--- src/rtl/clk_sel_pkg.sv ---
package clk_sel_pkg;

   // Default number of postscaler halving stages (divide by 2 .. 2**stages).
   localparam int DEF_POST_STAGES = 6;
   // Default clock-out divider is 2**DEF_CLKOUT_LOG2.
   localparam int DEF_CLKOUT_LOG2 = 2;

   // Pin-mode encoding on io_mode.
   typedef enum logic {
      PIN_CLKOUT = 1'b0,
      PIN_GPIO   = 1'b1
   } pin_mode_e;

   // Rate codes: slow source, each postscaler output, fast source direct.
   function automatic int num_codes(input int stages);
      return stages + 2;
   endfunction

   function automatic int code_width(input int stages);
      return $clog2(stages + 2);
   endfunction

endpackage

--- src/rtl/clk_postscaler.sv ---
module clk_postscaler #(
   parameter int STAGES = clk_sel_pkg::DEF_POST_STAGES
) (
   input  logic              clk,
   input  logic              rst_n,
   input  logic              fast_tick,
   output logic [STAGES:0]   div_tick
);

   if (STAGES < 1) begin : g_bad_stages
      $error("clk_postscaler: STAGES must be at least 1");
   end

   logic [STAGES-1:0] cnt_q;

   always_ff @(posedge clk or negedge rst_n) begin
      if (!rst_n)
         cnt_q <= '0;
      else if (fast_tick)
         cnt_q <= cnt_q + 1'b1;
   end

   // Index 0 is the undivided fast tick; index k divides by 2**k.
   assign div_tick[0] = fast_tick;

   for (genvar k = 1; k <= STAGES; k++) begin : g_stage
      assign div_tick[k] = fast_tick & (&cnt_q[k-1:0]);
   end

   AST_CNT_HOLD: assert property (@(posedge clk) disable iff (!rst_n)
      !fast_tick |=> $stable(cnt_q))
      else $error("postscaler counter moved without a fast tick");

   AST_DIV_SUBSET: assert property (@(posedge clk) disable iff (!rst_n)
      (|div_tick) |-> fast_tick)
      else $error("divided tick without a fast tick");

endmodule

--- src/rtl/clk_rate_mux.sv ---
module clk_rate_mux #(
   parameter int STAGES = clk_sel_pkg::DEF_POST_STAGES,
   parameter int SEL_W  = clk_sel_pkg::code_width(STAGES)
) (
   input  logic              clk,
   input  logic              rst_n,
   input  logic              slow_tick,
   input  logic [STAGES:0]   div_tick,
   input  logic [SEL_W-1:0]  req_sel,
   output logic [SEL_W-1:0]  act_sel,
   output logic              sys_tick
);

   localparam int NCODES = clk_sel_pkg::num_codes(STAGES);

   if (NCODES > (1 << SEL_W)) begin : g_bad_width
      $error("clk_rate_mux: SEL_W too narrow for the rate codes");
   end

   logic [NCODES-1:0] cand;

   // Code 0 is the slow source; code c picks fast/2**(NCODES-1-c).
   assign cand[0] = slow_tick;
   for (genvar c = 1; c < NCODES; c++) begin : g_cand
      assign cand[c] = div_tick[NCODES-1-c];
   end

   assign sys_tick = cand[act_sel];

   // The request is taken only on a tick of the rate in force.
   always_ff @(posedge clk or negedge rst_n) begin
      if (!rst_n)
         act_sel <= '0;
      else if (sys_tick)
         act_sel <= req_sel;
   end

   AST_SWITCH_ON_BOUNDARY: assert property (@(posedge clk) disable iff (!rst_n)
      (act_sel != $past(act_sel)) |-> $past(sys_tick))
      else $error("rate code changed away from a tick boundary");

   AST_SWITCH_TAKES_REQ: assert property (@(posedge clk) disable iff (!rst_n)
      sys_tick |=> (act_sel == $past(req_sel)))
      else $error("requested rate not taken at the boundary");

endmodule

--- src/rtl/clk_osc_enable.sv ---
module clk_osc_enable #(
   parameter int SEL_W = clk_sel_pkg::code_width(clk_sel_pkg::DEF_POST_STAGES)
) (
   input  logic [SEL_W-1:0] act_sel,
   input  logic [SEL_W-1:0] req_sel,
   input  logic             pwrt_en,
   input  logic             wdt_en,
   input  logic             fscm_en,
   input  logic             twospd_en,
   output logic             slow_osc_en,
   output logic             fast_osc_en
);

   logic act_slow, req_slow, periph_need, start_slow, start_fast;

   assign act_slow    = (act_sel == '0);
   assign req_slow    = (req_sel == '0);
   assign periph_need = pwrt_en | wdt_en | fscm_en;
   assign start_slow  = twospd_en & req_slow;
   assign start_fast  = twospd_en & ~req_slow;

   assign slow_osc_en = act_slow | req_slow | periph_need | start_slow;
   assign fast_osc_en = ~act_slow | ~req_slow | start_fast;

endmodule

--- src/rtl/clk_out_div.sv ---
module clk_out_div #(
   parameter int LOG2 = clk_sel_pkg::DEF_CLKOUT_LOG2
) (
   input  logic clk,
   input  logic rst_n,
   input  logic sys_tick,
   input  logic io_mode,
   output logic clkout_tick
);

   if (LOG2 < 1) begin : g_bad_log2
      $error("clk_out_div: LOG2 must be at least 1");
   end

   logic [LOG2-1:0] cnt_q;

   always_ff @(posedge clk or negedge rst_n) begin
      if (!rst_n)
         cnt_q <= '0;
      else if (sys_tick)
         cnt_q <= cnt_q + 1'b1;
   end

   assign clkout_tick = sys_tick & (&cnt_q) &
                        (io_mode == clk_sel_pkg::PIN_CLKOUT);

   AST_CLKOUT_HOLD: assert property (@(posedge clk) disable iff (!rst_n)
      !sys_tick |=> $stable(cnt_q))
      else $error("clock-out divider moved without a system tick");

endmodule

--- src/rtl/clk_src_sel.sv ---
module clk_src_sel #(
   parameter int POST_STAGES = clk_sel_pkg::DEF_POST_STAGES,
   parameter int SEL_W       = clk_sel_pkg::code_width(POST_STAGES),
   parameter int CLKOUT_LOG2 = clk_sel_pkg::DEF_CLKOUT_LOG2,
   parameter bit CLKOUT_EN   = 1'b1
) (
   input  logic             clk,
   input  logic             rst_n,
   input  logic             fast_tick,
   input  logic             slow_tick,
   input  logic [SEL_W-1:0] rate_sel,
   input  logic             pwrt_en,
   input  logic             wdt_en,
   input  logic             fscm_en,
   input  logic             twospd_en,
   input  logic             io_mode,
   output logic             sys_tick,
   output logic             clkout_tick,
   output logic             slow_osc_en,
   output logic             fast_osc_en,
   output logic             osc2_gpio
);

   if (SEL_W != clk_sel_pkg::code_width(POST_STAGES)) begin : g_bad_sel_w
      $error("clk_src_sel: SEL_W does not match POST_STAGES");
   end

   logic [POST_STAGES:0] div_tick;
   logic [SEL_W-1:0]     act_sel;

   clk_postscaler #(.STAGES(POST_STAGES)) u_post (
      .clk       (clk),
      .rst_n     (rst_n),
      .fast_tick (fast_tick),
      .div_tick  (div_tick)
   );

   clk_rate_mux #(.STAGES(POST_STAGES), .SEL_W(SEL_W)) u_mux (
      .clk       (clk),
      .rst_n     (rst_n),
      .slow_tick (slow_tick),
      .div_tick  (div_tick),
      .req_sel   (rate_sel),
      .act_sel   (act_sel),
      .sys_tick  (sys_tick)
   );

   clk_osc_enable #(.SEL_W(SEL_W)) u_osc (
      .act_sel     (act_sel),
      .req_sel     (rate_sel),
      .pwrt_en     (pwrt_en),
      .wdt_en      (wdt_en),
      .fscm_en     (fscm_en),
      .twospd_en   (twospd_en),
      .slow_osc_en (slow_osc_en),
      .fast_osc_en (fast_osc_en)
   );

   if (CLKOUT_EN) begin : g_clkout
      clk_out_div #(.LOG2(CLKOUT_LOG2)) u_div (
         .clk         (clk),
         .rst_n       (rst_n),
         .sys_tick    (sys_tick),
         .io_mode     (io_mode),
         .clkout_tick (clkout_tick)
      );
   end else begin : g_no_clkout
      assign clkout_tick = 1'b0;
   end

   assign osc2_gpio = (io_mode == clk_sel_pkg::PIN_GPIO);

   AST_SLOW_PASS: assert property (@(posedge clk) disable iff (!rst_n)
      (act_sel == '0) |-> (sys_tick == slow_tick))
      else $error("slow code in force but system tick differs");

   AST_SLOW_EN_PERIPH: assert property (@(posedge clk) disable iff (!rst_n)
      (pwrt_en | wdt_en | fscm_en) |-> slow_osc_en)
      else $error("slow oscillator off while a dependant is enabled");

   AST_FAST_EN_TWOSPD: assert property (@(posedge clk) disable iff (!rst_n)
      (twospd_en && rate_sel != '0) |-> fast_osc_en)
      else $error("fast oscillator off during two-speed start");

   AST_CLKOUT_SUBSET: assert property (@(posedge clk) disable iff (!rst_n)
      clkout_tick |-> sys_tick)
      else $error("clock-out tick without a system tick");

   AST_GPIO_QUIET: assert property (@(posedge clk) disable iff (!rst_n)
      osc2_gpio |-> !clkout_tick)
      else $error("clock-out active while pin released");

endmodule

--- config.mk ---
export PLATFORM = sky130hd
export DESIGN_NAME = clk_src_sel
export DESIGN_NICKNAME = d
export VERILOG_FILES = /design/src/rtl/clk_sel_pkg.sv /design/src/rtl/clk_postscaler.sv /design/src/rtl/clk_rate_mux.sv /design/src/rtl/clk_osc_enable.sv /design/src/rtl/clk_out_div.sv /design/src/rtl/clk_src_sel.sv
export SDC_FILE = /design/constraint.sdc
export NUM_CORES = 1
export LEC_CHECK = 0
export BUFFER_PORTS_ARGS = -buffer_cell sky130_fd_sc_hd__buf_2
export CAP_MARGIN = 20
export CORE_MARGIN = 4
export CORE_UTILIZATION = 33
export CTS_BUF_LIST = sky130_fd_sc_hd__clkbuf_4 sky130_fd_sc_hd__clkbuf_8 sky130_fd_sc_hd__clkbuf_16
export CTS_CLUSTER_DIAMETER = 30
export CTS_CLUSTER_SIZE = 30
export DETAILED_ROUTE_END_ITERATION = 16
export PLACE_DENSITY = 0.52
export SLEW_MARGIN = 15
export SYNTH_ARGS = -nofsm -noshare
export SYNTH_HDL_FRONTEND = slang
export SYNTH_SLANG_ARGS = --single-unit
--- constraint.sdc ---
create_clock -name clk -period 2.81 [get_ports clk]
set_input_delay 0.281 -clock clk [delete_from_list [all_inputs] [get_ports clk]]
set_output_delay 0.281 -clock clk [all_outputs]
set_load 0.05 [all_outputs]
==> summary.md, run 1 <==
| Metric | Value |
|---|---|
| Top-area cell type share of the netlist area | 43.6% |
| Peak Freq | 0.393 GHz |
| Final non-filler cell total | 98 |
| Num CTS Buffers | 3 |
| Worst flop-to-flop path startpoint | u_post.cnt_q[0] |
| Post-synthesis net count | 72 |
| Flop-to-flop setup slack | 0.63 ns |
| Final net count | 90 |
| P&R area growth vs syn | 19.4% |
| CTS tree | yes |
| Crit path time final | 2.54 ns |
| DRC viols | 0 |
| Antenna-violating nets left | 0 |
| Crit-path cells | ha_1 -> and3_1 -> ha_1 -> a211o_1 -> a32oi_4 -> nor3b_1 -> buf_2 |
| Rel. slew slack | 80.0% |
| Initial Util | 35.8% |
| Static leakage | 0.000355 uW |
| Die Y | 51.8 um |
| Syn Area/Cell | 11.3 um2 |
| Hold path cells | 2 |
| Number of synthesis warnings | 0 |
| Hold Crit Class | in2reg |
| Post-CTS resize count | 0 |
| Endpoint, Worst Hold | u_mux.act_sel[1] |
| Count of mapped cells out of synthesis | 56 |
| Largest area contributor in the netlist | dfrtp_1 |
| Initial antenna violation count | 0 |
| RD Place Congestion | 0.721 |
| # fillers | 188 |
| Status | finished clean |
| Max Slew Vio Count | 0 |
| Worst IR drop on VDD | 0.452 mV |
| Die area | 2680 um2 |
| Final hold violation count | 0 |
| CTS sink count | 11 |
| Crit end category | output pin |
| Global-route wire length before repair | 1890 um |
| Pin count of the biggest net entering global routing | 12 |
| Max_cap viols | 0 |
| Vias in the first global route | 466 |
| Rows | 15 |
| CP Class | reg2out |
| Sequential share of the synthesized area | 43.6% |
| DRT iter0 DRCs | 7 |
| First-pass iteration count of the detailed router | 2 |
| Clk_skew | 0.00313 ns |
| Clk buf depth | 2 |
| WHS | 0.249 ns |
| Setup crit start kind | flip-flop |
| Drt total wl | 1050 um |
| Crit Reg-Reg Endpoint | u_mux.act_sel[0] |
| Vias post-DR | 453 |
| Share of layout cells above drive strength 1 | 34.2% |
| Die width | 51.8 um |
| Most frequent CP cell | ha_1 |
| Slowest cell on crit path | dfrtp_1 |
| Buffers plus inverters on the worst setup path | 1 |
| Distinct cell type count after synthesis | 24 |
| Delay-heaviest family, CP | compound AO/OA/AOI/OAI gates |
| Synth area leaders | dfrtp_1, ha_1, mux2_2 |
| Clock-pin slew on the worst setup and hold paths | 0.07 ns |
| Levels on crit path | 7 |
| # setup viols final | 0 |
| Worst Tran Pin Value | 0.298 ns |
| Final critical-path share of the clock period | 90.5% |
| Synth Cell Area | 632 um2 |
| R2R cell count | 6 |
| H-tree lvl count | 1 |
| PD cells | 1070 nW/um2 |
| Crit path arrival time | 2.26 ns |
| Root Driver | clkbuf_4 |
| Required @ worst endpoint | 2.53 ns |
| Crit-path max FO | 6 |
| Slowest stage delay, CP | 0.43 ns |
| Synthesized flop and latch total | 11 |
| Gr ovfl total | 0 |
| Global-route usage over all layers | 9.70% |
| Vias per inst | 4.62 |
| RSZ-0062 raised after global routing | false |
| Ant diodes | 0 |
| Hpwl dp | 844 um |
| Worst skew pair latency | 0.26 ns |
| Hold Crit Start | rate_sel[1] |
| PortBufs | 15 |
| Ports | 17 |
| Post-route setup TNS | 0 ns |
| Core Area | 1760 um2 |
| Routed wire length per instance | 10.7 um |
| Final core occ | 42.8% |
| DP Cell Count | 93 |
cells in the final DEF, fill, tap and decap left out, types with 2 or more instances in the layout:
cell	instances
mux2_1	2
dfrtp_1	11
clkbuf_4	4
nor3_1	3
nor3b_1	2
buf_2	15
xnor2_1	2
nor2_1	2
ha_1	4
xor2_1	2
nand4_1	2
nand2_1	4
mux2_2	4
a21oi_1	3
inv_1	4
how the worst max path moves through the flow:
stage                        to       startpoint
floorplan           clkout_tick  u_post.cnt_q[0]
global placement    clkout_tick  u_post.cnt_q[0]
detailed placement  clkout_tick  u_post.cnt_q[0]
CTS                 clkout_tick  u_post.cnt_q[0]
global route        clkout_tick  u_post.cnt_q[0]
finish              clkout_tick  u_post.cnt_q[0]
through the flow:
stage | total power, uW | instance area [um2] | setup WS [ns]
after floorplan | 640 | 632 | 0.129
after global placement | 700 | 714 | 0.537
after detailed placement | 704 | 714 | 0.539
after CTS | 824 | 754 | 0.246
after global routing | 893 | 754 | 0.117
final | 811 | 754 | 0.268
metal layers:
layer	track usage [%]	wire, um
met5	0	0
met4	6.55	25
met3	2.58	35
met2	15.3	479
met1	11.5	507
flip-flops by register name, summed over array words and instances, names as in the netlist:
register / cells
u_mux.act_sel: 3
g_clkout.u_div.cnt_q: 2
u_post.cnt_q: 6
cell type report:
| type | instances | area [um2] | area share, % |
|---|---|---|---|
| inverter | 4 | 15.0 | 1.99 |
| timing repair buffer | 16 | 85.1 | 11.3 |
| multi-input combinational | 38 | 318 | 42.1 |
| sequential | 11 | 275 | 36.5 |
| tap | 25 | 31.3 | 4.15 |
| clock buffer | 4 | 30.0 | 3.98 |
Yosys cell counts:
library cell  number
nor2b_1            1
buf_2              1
nor3_1             3
mux2_1             2
inv_1              4
nand4_1            2
xnor2_1            2
buf_6              1
a21oi_1            3
o21ai_1            1
buf_4              1
and3_1             1
mux2_2             4
ha_1               4
a211o_1            1
a32oi_4            1
nor3b_1            2
nor2_1             2
a41oi_1            1
a211oi_2           1
mux2i_1            1
nand2_1            4
xor2_1             2
dfrtp_1           11
report_power, final:
| part | internal, uW | leakage (uW) | switching [uW] |
|---|---|---|---|
| clock network | 64.5 | 0.0000184 | 48.8 |
| registers | 244 | 0.000131 | 93.7 |
| logic | 172 | 0.000205 | 188 |
logic make-up (layout without fill, tap and decap cells):
family / after synthesis / after routing / share of synthesized area, %
AND/OR/NAND/NOR: 15 / 15 / 12.3
adder cells (fa/ha/maj): 4 / 4 / 7.92
multiplexers: 7 / 7 / 12.3
XOR/XNOR: 4 / 4 / 5.55
buffers and inverters: 7 / 24 / 6.14
AO/OA/AOI/OAI: 8 / 8 / 12.3
flip-flops: 11 / 11 / 43.6
repair_timing:
action / CTS / global route
buffers inserted: 0 / 0
hold endpoints to repair: 11 / 0
hold buffers: 1 / 0
No activity file was read; power rests on OpenSTA's default activity.
==> run 2, diff against run 1 <==
--- a/config.mk
+++ b/config.mk
@@ -9,10 +9,11 @@
 export CAP_MARGIN = 20
 export CORE_MARGIN = 4
 export CORE_UTILIZATION = 33
-export CTS_BUF_LIST = sky130_fd_sc_hd__clkbuf_4 sky130_fd_sc_hd__clkbuf_8 sky130_fd_sc_hd__clkbuf_16
+export CTS_BUF_LIST = sky130_fd_sc_hd__clkbuf_16
 export CTS_CLUSTER_DIAMETER = 30
 export CTS_CLUSTER_SIZE = 30
 export DETAILED_ROUTE_END_ITERATION = 16
+export HOLD_SLACK_MARGIN = 0.15
 export PLACE_DENSITY = 0.52
 export SLEW_MARGIN = 15
 export SYNTH_ARGS = -nofsm -noshare
==> summary.md, run 2 (synthesis gave the netlist of run 1 again) <==
| Metric | Value |
|---|---|
| Crit end category | output pin |
| Top reg by flops | u_post.cnt_q |
| Worst skew pair latency | 0.23 ns (-0.03 ns) |
| Critical path endpoint | clkout_tick |
| Largest register FFs | 6 (unchanged) |
| Rel. slew slack | 80.0% (unchanged) |
| Most common cell after layout, fill and taps aside | buf_2 |
| Gr ovfl total | 0 (unchanged) |
| First-pass iteration count of the detailed router | 2 (unchanged) |
| Final net count | 90 (unchanged) |
| Pin count of the biggest net entering global routing | 12 (unchanged) |
| Die Y | 51.8 um (unchanged) |
| H-tree lvl count | 1 (unchanged) |
| Most frequent CP cell | ha_1 |
| Flop-to-flop setup slack | 0.62 ns (about the same) |
| Ant diodes | 0 (unchanged) |
| Largest regs | u_post.cnt_q (6), u_mux.act_sel (3), g_clkout.u_div.cnt_q (2) |
| CTS tree | yes |
| Post-route setup TNS | 0 ns (unchanged) |
| Clk_skew | 0.00380 ns (+0.000672 ns) |
| FF/Latch Area | 275 um2 (unchanged) |
| Core Area | 1760 um2 (unchanged) |
| Root Driver | clkbuf_16 |
| Hold Crit Class | in2reg |
| Peak Freq | 0.399 GHz (+1.5%) |
| PD cells | 1180 nW/um2 (+10%) |
| Delay-heaviest family, CP | compound AO/OA/AOI/OAI gates |
| Clock-pin slew on the worst setup and hold paths | 0.04 ns (-0.03 ns) |
| CP Class | reg2out |
| Initial Util | 35.8% (unchanged) |
| Crit Reg-Reg Endpoint | u_mux.act_sel[0] |
| Buffers plus inverters on the worst setup path | 1 (unchanged) |
| Hpwl dp | 844 um (unchanged) |
| Post-CTS setup buffers | 0 (unchanged) |
| Die area | 2680 um2 (unchanged) |
| # fillers | 186 (-1.1%) |
| Antenna-violating nets left | 0 (unchanged) |
| Worst Tran Pin Value | 0.298 ns (-0.000000358 ns) |
| PortBufs | 15 (unchanged) |
| RD Place Congestion | 0.721 (unchanged) |
| # setup viols final | 0 (unchanged) |
| Crit path time final | 2.51 ns (-0.0366 ns) |
| Max Slew Vio Count | 0 (unchanged) |
| Crit-path cells | ha_1 -> and3_1 -> ha_1 -> a211o_1 -> a32oi_4 -> nor3b_1 -> buf_2 |
| P&R area growth vs syn | 27.1% |
| Final worst slack | 0.305 ns (+0.0366 ns) |
| Crit-path max FO | 6 (unchanged) |
| Global-route wire length before repair | 1850 um (-2.2%) |
| Setup crit start kind | flip-flop |
| Static leakage | 0.000379 uW (+6.7%) |
| Num CTS Buffers | 3 (unchanged) |
| Drt total wl | 1070 um (+1.6%) |
| DP Cell Count | 93 (unchanged) |
| Vias in the first global route | 460 (-1.3%) |
| Ports | 17 (unchanged) |
| Levels on crit path | 7 (unchanged) |
| Status | finished clean |
| Vias per inst | 4.59 (-0.66%) |
| Vias post-DR | 450 (-0.66%) |
| Placement Setup Slack | 0.539 ns (unchanged) |
| DRT iter0 DRCs | 2 (-5) |
| R2R cell count | 6 (unchanged) |
| Final hold violation count | 0 (unchanged) |
| Routed wire length per instance | 10.9 um (+1.6%) |
| Worst IR drop on VDD | 0.768 mV (+70%) |
| Share of layout cells above drive strength 1 | 32.9% (-1.4 points) |
| Global-route usage over all layers | 9.33% (-0.38 points) |
| Max_cap viols | 0 (unchanged) |
| RSZ-0062 raised after global routing | false |
| Clk buf depth | 2 (unchanged) |
| Initial antenna violation count | 0 (unchanged) |
| Crit path arrival time | 2.22 ns (-0.04 ns) |
| Critical Path Start | u_post.cnt_q[0] |
| Required @ worst endpoint | 2.53 ns (about the same) |
| DRC viols | 0 (unchanged) |
| Slowest stage delay, CP | 0.42 ns (about the same) |
| Worst flop-to-flop path startpoint | u_post.cnt_q[0] |
| Die width | 51.8 um (unchanged) |
| Slowest cell on crit path | dfrtp_1 |
| Commonest non-fill, non-tap cells in the layout | buf_2, dfrtp_1, inv_1 |
| CTS sink count | 11 (unchanged) |
| Rows | 15 (unchanged) |
| Final critical-path share of the clock period | 89.2% (-1.3 points) |
| Multi-input logic area | 318 um2 (unchanged) |
| Final non-filler cell total | 98 (unchanged) |
==> run 2: how the worst min path moves through the flow <==
stage                startpoint                 endpoint  slack (ns)  depth (start not counted)
finish              rate_sel[1]         u_mux.act_sel[1]        0.28                          2
global route        rate_sel[1]         u_mux.act_sel[1]        0.29                          2
CTS                 rate_sel[1]         u_mux.act_sel[1]        0.28                          2
detailed placement        rst_n          u_post.cnt_q[0]        0.16                          1
global placement          rst_n          u_post.cnt_q[1]        0.16                          1
floorplan                 rst_n  g_clkout.u_div.cnt_q[0]       -0.01                          0
==> run 2: power by group <==
group | total [uW] | internal (uW) | switching [uW]
combinational | 360 | 172 | 188
clock | 250 | 186 | 64.1
sequential | 340 | 245 | 95.7
==> run 2: routing by layer <==
| layer | GRT usage, % | part of all wire [%] | vias up |
|---|---|---|---|
| met5 | 0 | 0 | - |
| li1 | - | - | 233 |
| met3 | 3.44 | 4.8 | 2 |
| met1 | 11.8 | 49 | 205 |
| met2 | 14.8 | 45 | 10 |
| met4 | 2.62 | 0.94 | 0 |
==> run 2: layout make-up <==
cell class              instances  area share (%)
repair buffers                 16            10.6
clock buffers                   3            9.35
clock inverters                 1           0.467
flip-flops and latches         11            34.3
inverters                       4            1.87
well taps                      25            3.89
multi-input cells              38            39.6
==> run 2: metrics by stage <==
| stage | hold WS, ns | power, uW | util, % | cell area, um2 |
|---|---|---|---|---|
| 2_1_floorplan | -0.0146 | 640 | - | 632 |
| 3_3_place_gp | 0.160 | 700 | 40.5 | 714 |
| 3_5_place_dp | 0.163 | 704 | 40.5 | 714 |
| 4_1_cts | 0.284 | 962 | 45.5 | 803 |
| 5_1_grt | 0.288 | 1030 | 45.5 | 803 |
| 6_report | 0.283 | 950 | 45.5 | 803 |
==> run 2: timing repair <==
item,in CTS,in global routing
endpoints found under the setup margin,0,0
hold buffers,1,0
hold endpoints to repair,11,0
gates resized for setup,0,0
